### src/rtl/irq_chain_pkg.sv
`timescale 1ns/1ps
// Package: irq_chain_pkg
// Shared state encoding for the chain node. The order of the
// values has no meaning beyond readability; every decode is by name.
package irq_chain_pkg;

    typedef enum logic [2:0] {
        ST_IDLE  = 3'd0,  // chain closed, lines forwarded
        ST_OPEN  = 3'd1,  // chain broken, IRQ not yet raised
        ST_REQ   = 3'd2,  // IRQ raised, waiting for acknowledge
        ST_ACK   = 3'd3,  // acknowledge in progress, bus driven
        ST_SERVE = 3'd4   // handler running, waiting for service end
    } node_state_e;

endpackage

### src/rtl/ise_rise_detect.sv
`timescale 1ns/1ps
// Module: ise_rise_detect
// Finds the rising edge of the half-cycle active-low service-end pulse.
// Assumes the pulse spans a falling clock edge, so a falling-edge
// sample always catches its low phase. The result is a one-cycle
// strobe in the rising-edge domain, with no clock other than clk.
module ise_rise_detect (
    input  logic clk,
    input  logic rst_n,
    input  logic ise_n_in,
    output logic rise
);

    logic ise_fall_q;   // falling-edge sample of the line
    logic ise_rise_q;   // same sample, moved to the rising edge

    // Capture the line mid-cycle so a half-clock pulse is never missed.
    always_ff @(negedge clk) begin
        if (!rst_n) ise_fall_q <= 1'b1;
        else        ise_fall_q <= ise_n_in;
    end

    // Hand the sample over to the rising-edge domain.
    always_ff @(posedge clk) begin
        if (!rst_n) ise_rise_q <= 1'b1;
        else        ise_rise_q <= ise_fall_q;
    end

    // A high sample following a low one marks the end of the pulse.
    assign rise = ise_fall_q & ~ise_rise_q;

endmodule

### src/rtl/downstream_watch.sv
`timescale 1ns/1ps
// Module: downstream_watch
// Records that a node further out owns the CPU. That is true from the
// moment an acknowledge passes through the closed chain until a
// service-end pulse passes through it. Assumes handlers run one at a
// time, so exactly one service-end pulse closes each ownership.
module downstream_watch (
    input  logic clk,
    input  logic rst_n,
    input  logic chain_open,
    input  logic iak_in,
    input  logic ise_rise,
    output logic down_busy
);

    // Set on a forwarded acknowledge, clear on a forwarded service end.
    always_ff @(posedge clk) begin
        if (!rst_n)                      down_busy <= 1'b0;
        else if (!chain_open && iak_in)  down_busy <= 1'b1;
        else if (!chain_open && ise_rise) down_busy <= 1'b0;
    end

endmodule

### src/rtl/node_fsm.sv
`timescale 1ns/1ps
// Module: node_fsm
// Request life cycle of one node: break the chain, raise IRQ, serve the
// acknowledge, then hold the chain open until service ends.
// Assumes iak_in only rises after IRQ has been seen and stays high for
// at least one rising edge.
module node_fsm
    import irq_chain_pkg::*;
(
    input  logic        clk,
    input  logic        rst_n,
    input  logic        dev_req,
    input  logic        iak_in,
    input  logic        down_busy,
    input  logic        ise_rise,
    output node_state_e state,
    output logic        chain_open,
    output logic        own_irq,
    output logic        own_oe
);

    node_state_e state_nx;

    // Next-state choice for each phase of the request.
    always_comb begin
        state_nx = state;
        unique case (state)
            ST_IDLE:  if (dev_req && !iak_in && !down_busy) state_nx = ST_OPEN;
            ST_OPEN:  state_nx = iak_in ? ST_ACK : ST_REQ;
            ST_REQ:   if (iak_in)   state_nx = ST_ACK;
            ST_ACK:   if (!iak_in)  state_nx = ST_SERVE;
            ST_SERVE: if (ise_rise) state_nx = ST_IDLE;
            default:  state_nx = ST_IDLE;
        endcase
    end

    // State register.
    always_ff @(posedge clk) begin
        if (!rst_n) state <= ST_IDLE;
        else        state <= state_nx;
    end

    // Decode of the phase into chain, request and bus controls.
    always_comb begin
        chain_open = (state != ST_IDLE);
        own_irq    = (state == ST_REQ) || (state == ST_ACK);
        own_oe     = iak_in && ((state == ST_OPEN) || (state == ST_REQ) || (state == ST_ACK));
    end

endmodule

### src/rtl/chain_gate.sv
`timescale 1ns/1ps
// Module: chain_gate
// Gating of the three chain lines. When closed, the lines pass straight
// through. When open, the node's own request replaces the far request
// and the acknowledge and service-end lines are held at their
// inactive levels further out.
module chain_gate (
    input  logic chain_open,
    input  logic own_irq,
    input  logic irq_in,
    input  logic iak_in,
    input  logic ise_n_in,
    output logic irq_out,
    output logic iak_out,
    output logic ise_n_out
);

    // Pass or block each line according to the chain state.
    always_comb begin
        irq_out   = chain_open ? own_irq : irq_in;
        iak_out   = chain_open ? 1'b0    : iak_in;
        ise_n_out = chain_open ? 1'b1    : ise_n_in;
    end

endmodule

### src/rtl/irq_chain_node.sv
`timescale 1ns/1ps
// Module: irq_chain_node
// One interrupter node on a daisy chain of IRQ / IAK / ISE lines.
// Assumes the CPU serves one handler at a time, that the service-end
// pulse spans a falling clock edge, and that handler_addr is static.
module irq_chain_node
    import irq_chain_pkg::*;
#(
    parameter int ADDR_W = 16
) (
    input  logic              clk,
    input  logic              rst_n,
    input  logic              dev_req,
    input  logic [ADDR_W-1:0] handler_addr,
    input  logic              irq_in,
    output logic              irq_out,
    input  logic              iak_in,
    output logic              iak_out,
    input  logic              ise_n_in,
    output logic              ise_n_out,
    output logic [ADDR_W-1:0] bus_data,
    output logic              bus_oe
);

    localparam logic [ADDR_W-1:0] BUS_IDLE = '0;

    node_state_e state;
    logic        chain_open;
    logic        own_irq;
    logic        own_oe;
    logic        down_busy;
    logic        ise_rise;

    ise_rise_detect u_ise (
        .clk      (clk),
        .rst_n    (rst_n),
        .ise_n_in (ise_n_in),
        .rise     (ise_rise)
    );

    downstream_watch u_watch (
        .clk        (clk),
        .rst_n      (rst_n),
        .chain_open (chain_open),
        .iak_in     (iak_in),
        .ise_rise   (ise_rise),
        .down_busy  (down_busy)
    );

    node_fsm u_fsm (
        .clk        (clk),
        .rst_n      (rst_n),
        .dev_req    (dev_req),
        .iak_in     (iak_in),
        .down_busy  (down_busy),
        .ise_rise   (ise_rise),
        .state      (state),
        .chain_open (chain_open),
        .own_irq    (own_irq),
        .own_oe     (own_oe)
    );

    chain_gate u_gate (
        .chain_open (chain_open),
        .own_irq    (own_irq),
        .irq_in     (irq_in),
        .iak_in     (iak_in),
        .ise_n_in   (ise_n_in),
        .irq_out    (irq_out),
        .iak_out    (iak_out),
        .ise_n_out  (ise_n_out)
    );

    // Bus driver: address only while the acknowledge enables it.
    always_comb begin
        bus_oe   = own_oe;
        bus_data = own_oe ? handler_addr : BUS_IDLE;
    end

endmodule

### config.mk
export PLATFORM = sky130hd
export DESIGN_NAME = irq_chain_node
export DESIGN_NICKNAME = d
export VERILOG_FILES = /design/src/rtl/irq_chain_pkg.sv /design/src/rtl/ise_rise_detect.sv /design/src/rtl/downstream_watch.sv /design/src/rtl/node_fsm.sv /design/src/rtl/chain_gate.sv /design/src/rtl/irq_chain_node.sv
export SDC_FILE = /design/constraint.sdc
export NUM_CORES = 1
export LEC_CHECK = 0
export BUFFER_PORTS_ARGS = -buffer_cell sky130_fd_sc_hd__buf_2
export CORE_MARGIN = 3
export CORE_UTILIZATION = 35
export CTS_CLUSTER_DIAMETER = 100
export DETAILED_ROUTE_END_ITERATION = 8
export PLACE_DENSITY = 0.74
export SYNTH_ARGS = -nofsm -noshare
export SYNTH_HDL_FRONTEND = slang
export SYNTH_HIERARCHICAL = 1
export SYNTH_SLANG_ARGS = --single-unit
### constraint.sdc
create_clock -name clk -period 1.8 [get_ports clk]
set_input_delay 0.27 -clock clk [delete_from_list [all_inputs] [get_ports clk]]
set_output_delay 0.27 -clock clk [all_outputs]
set_load 0.01 [all_outputs]
==> results of run 1 <==
==> per-stage QoR <==
stage / total power, mW / instance area (µm²) / setup TNS (ns) / std cells / hold slack, ns
after CTS: 0.667 / 698 / -0.473 / 111 / 0.281
after detailed placement: 0.525 / 669 / -0.362 / 107 / 0.449
final: 0.669 / 706 / -0.433 / 111 / 0.289
after global placement: 0.517 / 669 / -0.296 / 107 / 0.438
after global routing: 0.738 / 706 / -0.672 / 111 / 0.295
after floorplan: 0.415 / 458 / -0.250 / 53 / 0.343
==> timing repair <==
item	in CTS	in global routing
hold buffers	0	0
resized for setup	2	3
hold endpoints to repair	0	0
setup endpoints to repair	19	21
==> cell type report <==
| type | instances | area share (%) |
|---|---|---|
| clock inverters | 1 | 0.532 |
| multi-input cells | 42 | 45.2 |
| well taps | 14 | 2.48 |
| flip-flops and latches | 6 | 17.4 |
| clock buffers | 4 | 3.72 |
| inverters | 3 | 1.60 |
| repair buffers | 41 | 29.1 |
==> worst max-delay path, stage by stage, from the launching register on <==
cell     delay, ns
dfxtp_2       0.31
nor2b_4       0.13
nand2_1       0.05
a32o_2        0.28
o41ai_2       0.27
==> worst max path at each step <==
stage / startpoint / endpoint / slack, ns / depth (start not counted)
finish: u_ise/ise_fall_q / u_fsm/state[0] / -0.28 / 4
global route: u_ise/ise_fall_q / u_fsm/state[0] / -0.37 / 4
CTS: u_ise/ise_fall_q / u_fsm/state[0] / -0.29 / 4
detailed placement: u_ise/ise_fall_q / u_fsm/state[0] / -0.25 / 4
global placement: u_ise/ise_fall_q / u_fsm/state[0] / -0.20 / 4
floorplan: u_ise/ise_fall_q / u_fsm/state[0] / -0.18 / 4
==> state kept, by name (all words and copies together) (netlist names) <==
| register | count |
|---|---|
| u_watch/down_busy | 1 |
| u_fsm/state | 3 |
| u_ise/ise_fall_q | 1 |
| u_ise/ise_rise_q | 1 |
==> metal layers <==
metal / vias to the layer above / part of all wire (%) / global-route usage, %
met1: 217 / 38 / 17.7
met4: 0 / 0 / 5.59
li1: 261 / - / -
met3: 0 / 9.2 / 6.01
met2: 25 / 53 / 23.1
met5: - / 0 / 0
==> cells by family after synthesis <==
kind of cell,Yosys count
compound gates,5
xor+xnor,1
buf+inv,5
flops,6
mux,2
simple gates,34
==> placed cells by master, fill, tap and decap left out <==
master / n
xnor2_1: 1
nand3_1: 1
mux2_4: 1
nor2b_4: 1
o311a_1: 1
and2_2: 12
and2b_2: 1
dfxtp_2: 2
or2_1: 1
nand3b_1: 1
mux2i_1: 1
or4b_1: 1
buf_2: 41
nor2b_1: 1
and2_4: 1
and2_1: 4
a21oi_1: 1
nor2_1: 2
nand2b_1: 2
clkbuf_4: 3
nand4_1: 1
a32o_2: 1
or3_4: 1
inv_1: 4
nand2_1: 3
o21ai_1: 1
o41ai_2: 1
clkbuf_1: 1
dfxtp_1: 4
and2b_1: 1
==> power breakdown <==
group	switching [mW]	internal, mW
clock	0.0553	0.0871
combinational	0.162	0.187
sequential	0.0219	0.156
==> out/summary.txt, run 1 <==
Vias/cell -> 4.53
Commonest cells in the synthesized netlist -> and2_2, dfxtp_1, and2_1
Status -> finished with violations
Fraction of layout cells with a size suffix above 1 -> 67.0%
Clock net sink count -> 6
Area share of xor/xnor cells in the synthesized design -> 1.92%
Gate count of the mapped netlist -> 53
Startpoint of the worst register-to-register path -> u_ise/ise_fall_q
Detailed Route Iter0 Violations -> 1
Die area -> 1770 µm²
Register bit count reported by yosys -> 6
Hold Path Stages -> 2
Number of top-level pins -> 42
IO Port Bufs -> 41
Most used flip-flop cell after synthesis -> dfxtp_1
Final RePlAce weighted congestion -> 0.785
Syn-to-layout area delta -> 54.5%
Largest fanout on the critical path -> 2
Final #Nets -> 120
CTS clock-pin slew for the worst setup and hold paths -> 0.05 ns
Main area contributors after synthesis -> dfxtp_1, and2_2, and2_1
Area fraction of the dominant cell type after synthesis -> 26.3%
Launch instance of the worst min-delay path -> rst_n
H-tree depth -> 1
Worst slew margin relative to its limit -> 84.5%
Post-synthesis simple-gate area fraction -> 50.4%
Count of antenna-violating nets left after detailed routing -> 0
Vert. Die Dim -> 42.1 µm
RSZ-0062 raised after global routing -> true
Placeable Area -> 1170 µm²
Setup CP Type -> register to register
Clk_lat worst skew -> 0.29 ns
Utilization after layout -> 60.3%
DRC Markers -> 0
Die span in x -> 42.1 µm
End of the worst register-to-register path -> u_fsm/state[0]
Final setup viols -> 2
Violated checks -> negative setup slack
Final hold viol count -> 0
CTS tree -> done
MaxCap Viol Count -> 0
Antenna Cells -> 0
Via count of the first global-routing pass -> 442
Internal reg-to-reg setup slack -> -0.28 ns
Area occupied by multi-input gates -> 319 µm²
Synth unique cells -> 26
Wirelength per Cell -> 10.8 µm
Fraction of the mapped netlist area in compound gates -> 10.1%
CTS Root Buffer Type -> clkbuf_4
Register area share after synthesis -> 26.3%
Max Slew Vio Count -> 0
Number of enable flip-flop cells after synthesis -> 0
Site Rows -> 12
Final setup slack of the worst path -> -0.285 ns
Actual slew at the worst max-slew pin -> 0.229 ns
Crit end category -> register
Filler cell count -> 117
Power density relative to cell area -> 949 nW/µm²
Total half-perimeter wirelength after legalization and detailed placement -> 1010 µm
Number of optimization iterations in the first detailed-route pass -> 4
Critical Path RT -> 1.95 ns
Largest net degree at the start of global routing -> 18
Deepest clock path buffer count -> 2
Vias post-DR -> 503
Path depth of the worst reg2reg path -> 4
Number of buffers created by CTS -> 3
Leak -> 0.405 nW
Data arrival time at the worst-slack endpoint -> 2.24 ns
Library cell occupying the most area in the post-synthesis netlist -> dfxtp_1
Max IR drop VDD -> 0.485 mV
Leftover overflow at the end of global routing -> 0
Total Routing Usage GR -> 14.7%
Total Wirelength -> 1200 µm
Async set or reset register ratio after synthesis -> 0%
Main combinational cell family by area after synthesis -> simple AND/OR/NAND/NOR gates
Worst Clk Skew -> 0.0531 ns
Portion of netlist area occupied by mux cells -> 5.48%
Total number of yosys warnings -> 6
Wire length of the first global-routing pass -> 2010 µm
Initial standard-cell utilization of the core -> 39.0%
Post CTS Setup Buffer Count -> 0
Cell with the most instances after synthesis -> and2_2
Placement-stage worst setup slack -> -0.249 ns
Type of the worst min-delay path -> primary input to register
Syn avg cell area -> 8.62 µm²
Post-synthesis instance area -> 457 µm²
Destination of the worst hold path -> u_ise/ise_rise_q
Sequential Area -> 123 µm²
Startpoint type of the worst setup path -> register
Net count after synthesis -> 75
Number of antenna violations at the first check in global routing -> 0
Arithmetic-cell share of the synthesized area counting full adders, half adders and majority gates -> 0%
Power figures use the tool's default switching activity.
==> run 2, diff against run 1 <==
--- a/config.mk
+++ b/config.mk
@@ -6,11 +6,13 @@
 export NUM_CORES = 1
 export LEC_CHECK = 0
 export BUFFER_PORTS_ARGS = -buffer_cell sky130_fd_sc_hd__buf_2
-export CORE_MARGIN = 3
-export CORE_UTILIZATION = 35
+export CORE_AREA = 2 2 39 41
+export CTS_BUF_LIST = sky130_fd_sc_hd__clkbuf_8
 export CTS_CLUSTER_DIAMETER = 100
 export DETAILED_ROUTE_END_ITERATION = 8
-export PLACE_DENSITY = 0.74
+export DIE_AREA = 0 0 41 43
+export PLACE_DENSITY = 0.72
+export SKIP_CTS_REPAIR_TIMING = 1
 export SYNTH_ARGS = -nofsm -noshare
 export SYNTH_HDL_FRONTEND = slang
 export SYNTH_HIERARCHICAL = 1
==> out/summary.txt, run 2 (synthesis gave the netlist of run 1 again) <==
Most flop-heavy register -> u_fsm/state (unchanged)
Worst Path Buf+Inv -> 0 (unchanged)
Number of top-level pins -> 42 (unchanged)
Power Internal -> 0.488 mW (was 0.430 mW)
Filler cell count -> 141 (was 117)
Total Routing Usage GR -> 14.3% (was 14.7%)
Final design area excluding fillers -> 743 µm² (was 706 µm²)
Wirelength per Cell -> 9.51 µm (was 10.8 µm)
Final setup slack of the worst path -> -0.298 ns (was -0.285 ns)
RSZ-0062 raised after global routing -> true (unchanged)
Number of antenna violations at the first check in global routing -> 0 (unchanged)
Die area -> 1760 µm² (was 1770 µm²)
Placement-stage worst setup slack -> -0.237 ns (was -0.249 ns)
Leftover overflow at the end of global routing -> 0 (unchanged)
Vias post-DR -> 518 (was 503)
Syn-to-layout area delta -> 62.7% (was 54.5%)
Type of the worst min-delay path -> primary input to register (unchanged)
DRC Markers -> 0 (unchanged)
IO Port Bufs -> 41 (unchanged)
Worst Clk Skew -> 0.0626 ns (was 0.0531 ns)
Power density relative to cell area -> 992 nW/µm² (was 949 nW/µm²)
Switching power -> 0.249 mW (was 0.239 mW)
Sum of negative setup slack -> -0.478 ns (was -0.433 ns)
Clock net sink count -> 6 (unchanged)
Detailed Route Iter0 Violations -> 2 (was 1)
Post-place instance area -> 679 µm² (was 669 µm²)
CTS tree -> done (unchanged)
CP delay by family, top -> compound AO/OA/AOI/OAI gates (unchanged)
Die span in x -> 41 µm (was 42.1 µm)
Site Rows -> 14 (was 12)
Worst slew margin relative to its limit -> 86.0% (was 84.5%)
Most common cell after layout, fill and taps aside -> buf_2 (unchanged)
Largest fanout on the critical path -> 2 (unchanged)
MaxCap Viol Count -> 0 (unchanged)
Vert. Die Dim -> 43 µm (was 42.1 µm)
Setup CP Type -> register to register (unchanged)
Max Slew Vio Count -> 0 (unchanged)
Total Wirelength -> 1100 µm (was 1200 µm)
Vias/cell -> 4.47 (was 4.53)
Deepest clock path buffer count -> 2 (unchanged)
Crit end category -> register (unchanged)
Wire length of the first global-routing pass -> 1670 µm (was 2010 µm)
Initial standard-cell utilization of the core -> 33.0% (was 39.0%)
Antenna Cells -> 0 (unchanged)
Status -> finished with violations (unchanged)
Number of optimization iterations in the first detailed-route pass -> 2 (was 4)
Max IR drop VDD -> 0.624 mV (was 0.485 mV)
Critical Path RT -> 1.93 ns (was 1.95 ns)
Utilization after layout -> 53.7% (was 60.3%)
Most frequent cells in the layout -> buf_2, and2_2, inv_1, dfxtp_1, and2_1 (was buf_2, and2_2, and2_1, inv_1, dfxtp_1)
Comb power frac -> 46.2% (was 52.2%)
Via count of the first global-routing pass -> 409 (was 442)
Clk_lat worst skew -> 0.29 ns (about the same)
Fraction of power consumed by the clock network -> 29.8% (was 21.3%)
Leak -> 0.432 nW (was 0.405 nW)
Actual slew at the worst max-slew pin -> 0.208 ns (was 0.229 ns)
Fraction of layout cells with a size suffix above 1 -> 66.0% (was 67.0%)
Final hold viol count -> 0 (unchanged)
Final #Nets -> 123 (was 120)
Violated checks -> negative setup slack (unchanged)
Flip-flop count of the largest register, all copies and words added -> 3 (unchanged)
CTS clock-pin slew for the worst setup and hold paths -> 0.04 ns (was 0.05 ns)
CTS Root Buffer Type -> clkbuf_8 (was clkbuf_4)
Number of buffers created by CTS -> 3 (unchanged)
Total half-perimeter wirelength after legalization and detailed placement -> 866 µm (was 1010 µm)
Critical-path top delay cell -> dfxtp_2 (unchanged)
Final setup viols -> 2 (unchanged)
Startpoint type of the worst setup path -> register (unchanged)
H-tree depth -> 1 (unchanged)
Count of antenna-violating nets left after detailed routing -> 0 (unchanged)
Largest net degree at the start of global routing -> 18 (unchanged)
Crit-path cells -> nor2b_4 -> nand2_1 -> a32o_2 -> o41ai_2 (unchanged)
Final RePlAce weighted congestion -> 0.758 (was 0.785)
Switching part of the total -> 33.7% (was 35.8%)
Placeable Area -> 1380 µm² (was 1170 µm²)
Stage delay of the slowest cell on the critical path -> 0.32 ns (was 0.31 ns)
Data arrival time at the worst-slack endpoint -> 2.23 ns (was 2.24 ns)
Sequential power share -> 24.0% (was 26.5%)
-- run 2: cell count changes in the layout (fill, tap and decap cells not counted), sizes merged --
cell	change
inv	+1
buf	+3
clkbuf	-1
-- run 2: power groups by stage --
stage	sequential (mW)	combinational, mW	clock, mW
finish	0.177	0.341	0.220
global route	0.179	0.387	0.238
CTS	0.177	0.336	0.228
detailed placement	0.179	0.335	0.00695
global placement	0.179	0.331	0.00695
floorplan	0.173	0.235	0.00695
-- run 2: area by class of cell --
cell class                      instances  area (µm²)  area share [%]
Sequential cell                         6         121            16.3
Inverter                                3        11.3            1.52
Tap cell                               16        20.0            2.69
Clock inverter                          2        7.51            1.01
Multi-Input combinational cell         42         314            42.3
Timing Repair Buffer                   44         228            30.6
Clock buffer                            3        41.3            5.56
-- run 2: metal layers --
metal | up-vias | GRT usage, % | routed length [µm]
li1 | 270 | - | -
met1 | 216 | 15.8 | 434
met2 | 30 | 21.9 | 511
met3 | 2 | 4.19 | 135
met4 | 0 | 10.0 | 21
met5 | - | 0 | 0
-- run 2: through the flow --
step                std cells  power (mW)  hold WS [ns]
floorplan                  53       0.415         0.343
CTS                       114       0.740         0.323
global placement          110       0.517         0.447
global route              116       0.805         0.334
finish                    116       0.737         0.317
detailed placement        110       0.521         0.454
-- run 2: final timing paths --
kind / from / to / slack, ns / cells past startpoint
worst max register to register: u_ise/ise_fall_q / u_fsm/state[0] / -0.30 / 4
worst min register to register: u_watch/down_busy / u_watch/down_busy / 0.47 / 2
worst max-delay path: u_ise/ise_fall_q / u_fsm/state[0] / -0.30 / 4
worst min-delay path: rst_n / u_ise/ise_rise_q / 0.32 / 2
==> run 3, diff against run 2 <==
--- a/config.mk
+++ b/config.mk
@@ -7,7 +7,7 @@
 export LEC_CHECK = 0
 export BUFFER_PORTS_ARGS = -buffer_cell sky130_fd_sc_hd__buf_2
 export CORE_AREA = 2 2 39 41
-export CTS_BUF_LIST = sky130_fd_sc_hd__clkbuf_8
+export CTS_BUF_LIST = sky130_fd_sc_hd__clkbuf_2
 export CTS_CLUSTER_DIAMETER = 100
 export DETAILED_ROUTE_END_ITERATION = 8
 export DIE_AREA = 0 0 41 43
==> out/summary.txt, run 3 (synthesis gave the netlist of run 1 again) <==
Final #Nets -> 123 (unchanged)
Data arrival time at the worst-slack endpoint -> 2.21 ns (was 2.23 ns)
Crit-path cells -> nor2b_4 -> nand2_1 -> a32o_2 -> o41ai_2 (unchanged)
Vert. Die Dim -> 43 µm (unchanged)
Startpoint type of the worst setup path -> register (unchanged)
Placed Cells -> 110 (unchanged)
Destination of the worst hold path -> u_ise/ise_rise_q (unchanged)
Total Wirelength -> 1150 µm (was 1100 µm)
Clock net sink count -> 6 (unchanged)
Die span in x -> 41 µm (unchanged)
DRC Markers -> 0 (unchanged)
Die area -> 1760 µm² (unchanged)
Filler cell count -> 139 (was 141)
Antenna Cells -> 0 (unchanged)
Placeable Area -> 1380 µm² (unchanged)
Leak -> 0.421 nW (was 0.432 nW)
Crit end category -> register (unchanged)
CTS tree -> done (unchanged)
Clk_lat worst skew -> 0.26 ns (was 0.29 ns)
Launch instance of the worst min-delay path -> rst_n (unchanged)
Via count of the first global-routing pass -> 412 (was 409)
Max Slew Vio Count -> 0 (unchanged)
Startpoint of the worst register-to-register path -> u_ise/ise_fall_q (unchanged)
Hold Path Stages -> 2 (unchanged)
Violated checks -> negative setup slack (unchanged)
Type of the worst min-delay path -> primary input to register (unchanged)
Number of antenna violations at the first check in global routing -> 0 (unchanged)
Most flop-heavy register -> u_fsm/state (unchanged)
Stage delay of the slowest cell on the critical path -> 0.32 ns (about the same)
Sum of negative setup slack -> -0.420 ns (was -0.478 ns)
Fraction of layout cells with a size suffix above 1 -> 69.0% (was 66.0%)
RSZ-0062 raised after global routing -> true (unchanged)
Detailed Route Iter0 Violations -> 4 (was 2)
Number of buffers created by CTS -> 3 (unchanged)
Worst Clk Skew -> 0.0412 ns (was 0.0626 ns)
Max IR drop VDD -> 0.480 mV (was 0.624 mV)
Critical-path top delay cell -> dfxtp_2 (unchanged)
Largest fanout on the critical path -> 2 (unchanged)
Worst slew margin relative to its limit -> 85.9% (was 86.0%)
Status -> finished with violations (unchanged)
Vias/cell -> 4.51 (was 4.47)
Wirelength per Cell -> 9.90 µm (was 9.51 µm)
Total Routing Usage GR -> 13.9% (was 14.3%)
Final setup slack of the worst path -> -0.269 ns (was -0.298 ns)
Site Rows -> 14 (unchanged)
Final hold viol count -> 0 (unchanged)
PnR Total Power -> 0.652 mW (was 0.737 mW)
Setup CP Type -> register to register (unchanged)
Deepest clock path buffer count -> 2 (unchanged)
Worst Path Buf+Inv -> 0 (unchanged)
CTS Root Buffer Type -> clkbuf_2 (was clkbuf_8)
Critical Path RT -> 1.94 ns (was 1.93 ns)
MaxCap Viol Count -> 0 (unchanged)
H-tree depth -> 1 (unchanged)
Final Non-Filler Cells -> 116 (unchanged)
Syn-to-layout area delta -> 58.6% (was 62.7%)
Vias post-DR -> 523 (was 518)
Power density relative to cell area -> 899 nW/µm² (was 992 nW/µm²)
Largest net degree at the start of global routing -> 18 (unchanged)
Final setup viols -> 2 (unchanged)
Initial standard-cell utilization of the core -> 33.0% (unchanged)
Most common cell after layout, fill and taps aside -> buf_2 (unchanged)
Actual slew at the worst max-slew pin -> 0.210 ns (was 0.208 ns)
CP delay by family, top -> compound AO/OA/AOI/OAI gates (unchanged)
End of the worst register-to-register path -> u_fsm/state[0] (unchanged)
CTS clock-pin slew for the worst setup and hold paths -> 0.07 ns (was 0.04 ns)
Flip-flop count of the largest register, all copies and words added -> 3 (unchanged)
Most frequent cells in the layout -> buf_2, and2_2 (was buf_2, and2_2, inv_1, dfxtp_1, and2_1)
Final RePlAce weighted congestion -> 0.758 (unchanged)
Path depth of the worst reg2reg path -> 4 (unchanged)
Total half-perimeter wirelength after legalization and detailed placement -> 866 µm (unchanged)
Number of optimization iterations in the first detailed-route pass -> 4 (was 2)
Internal reg-to-reg setup slack -> -0.27 ns (was -0.30 ns)
Leftover overflow at the end of global routing -> 0 (unchanged)
IO Port Bufs -> 41 (unchanged)
Number of top-level pins -> 42 (unchanged)
Count of antenna-violating nets left after detailed routing -> 0 (unchanged)
Wire length of the first global-routing pass -> 1660 µm (was 1670 µm)
[run 3: changes by cell type in the layout (fill, tap and decap cells not counted), sizes merged]
cell / change
clkbuf: +1
inv: -1
[run 3: layout make-up]
type / count / area, µm² / share of cell area, %
timing repair buffer: 44 / 228 / 31.4
clock buffer: 4 / 20.0 / 2.76
multi-input combinational: 42 / 319 / 44.0
clock inverter: 1 / 3.75 / 0.518
sequential: 6 / 123 / 16.9
tap: 16 / 20.0 / 2.76
inverter: 3 / 11.3 / 1.55
[run 3: stage by stage]
stage | setup WS [ns] | util, % | area, µm² | hold slack [ns]
6_report | -0.269 | 52.4 | 724 | 0.318
2_1_floorplan | -0.181 | - | 458 | 0.343
3_3_place_gp | -0.210 | 49.1 | 679 | 0.447
5_1_grt | -0.338 | 52.4 | 724 | 0.322
4_1_cts | -0.281 | 50.5 | 699 | 0.303
3_5_place_dp | -0.237 | 49.1 | 679 | 0.454
[run 3: worst max-delay path by stage]
stage	from	end	slack, ns	cells after the start
final	u_ise/ise_fall_q	u_fsm/state[0]	-0.27	4
after detailed placement	u_ise/ise_fall_q	u_fsm/state[0]	-0.24	4
after global routing	u_ise/ise_fall_q	u_fsm/state[0]	-0.34	4
after floorplan	u_ise/ise_fall_q	u_fsm/state[0]	-0.18	4
after global placement	u_ise/ise_fall_q	u_fsm/state[0]	-0.21	4
after CTS	u_ise/ise_fall_q	u_fsm/state[0]	-0.28	4
[run 3: power by group]
part	total (mW)	leakage, nW	switching [mW]	internal [mW]
clock network	0.122	0.0219	0.0600	0.0620
registers	0.178	0.0498	0.0222	0.155
logic	0.352	0.349	0.161	0.191
total	0.652	0.421	0.243	0.408
[run 3: per-layer routing]
layer  vias to the layer above  track usage, %  share of wire, %
li1                        269               -                 -
met1                       223            15.8                40
met2                        31            21.6                48
met3                         0            2.62                12
met4                         0            10.0                 0
met5                         -               0                 0
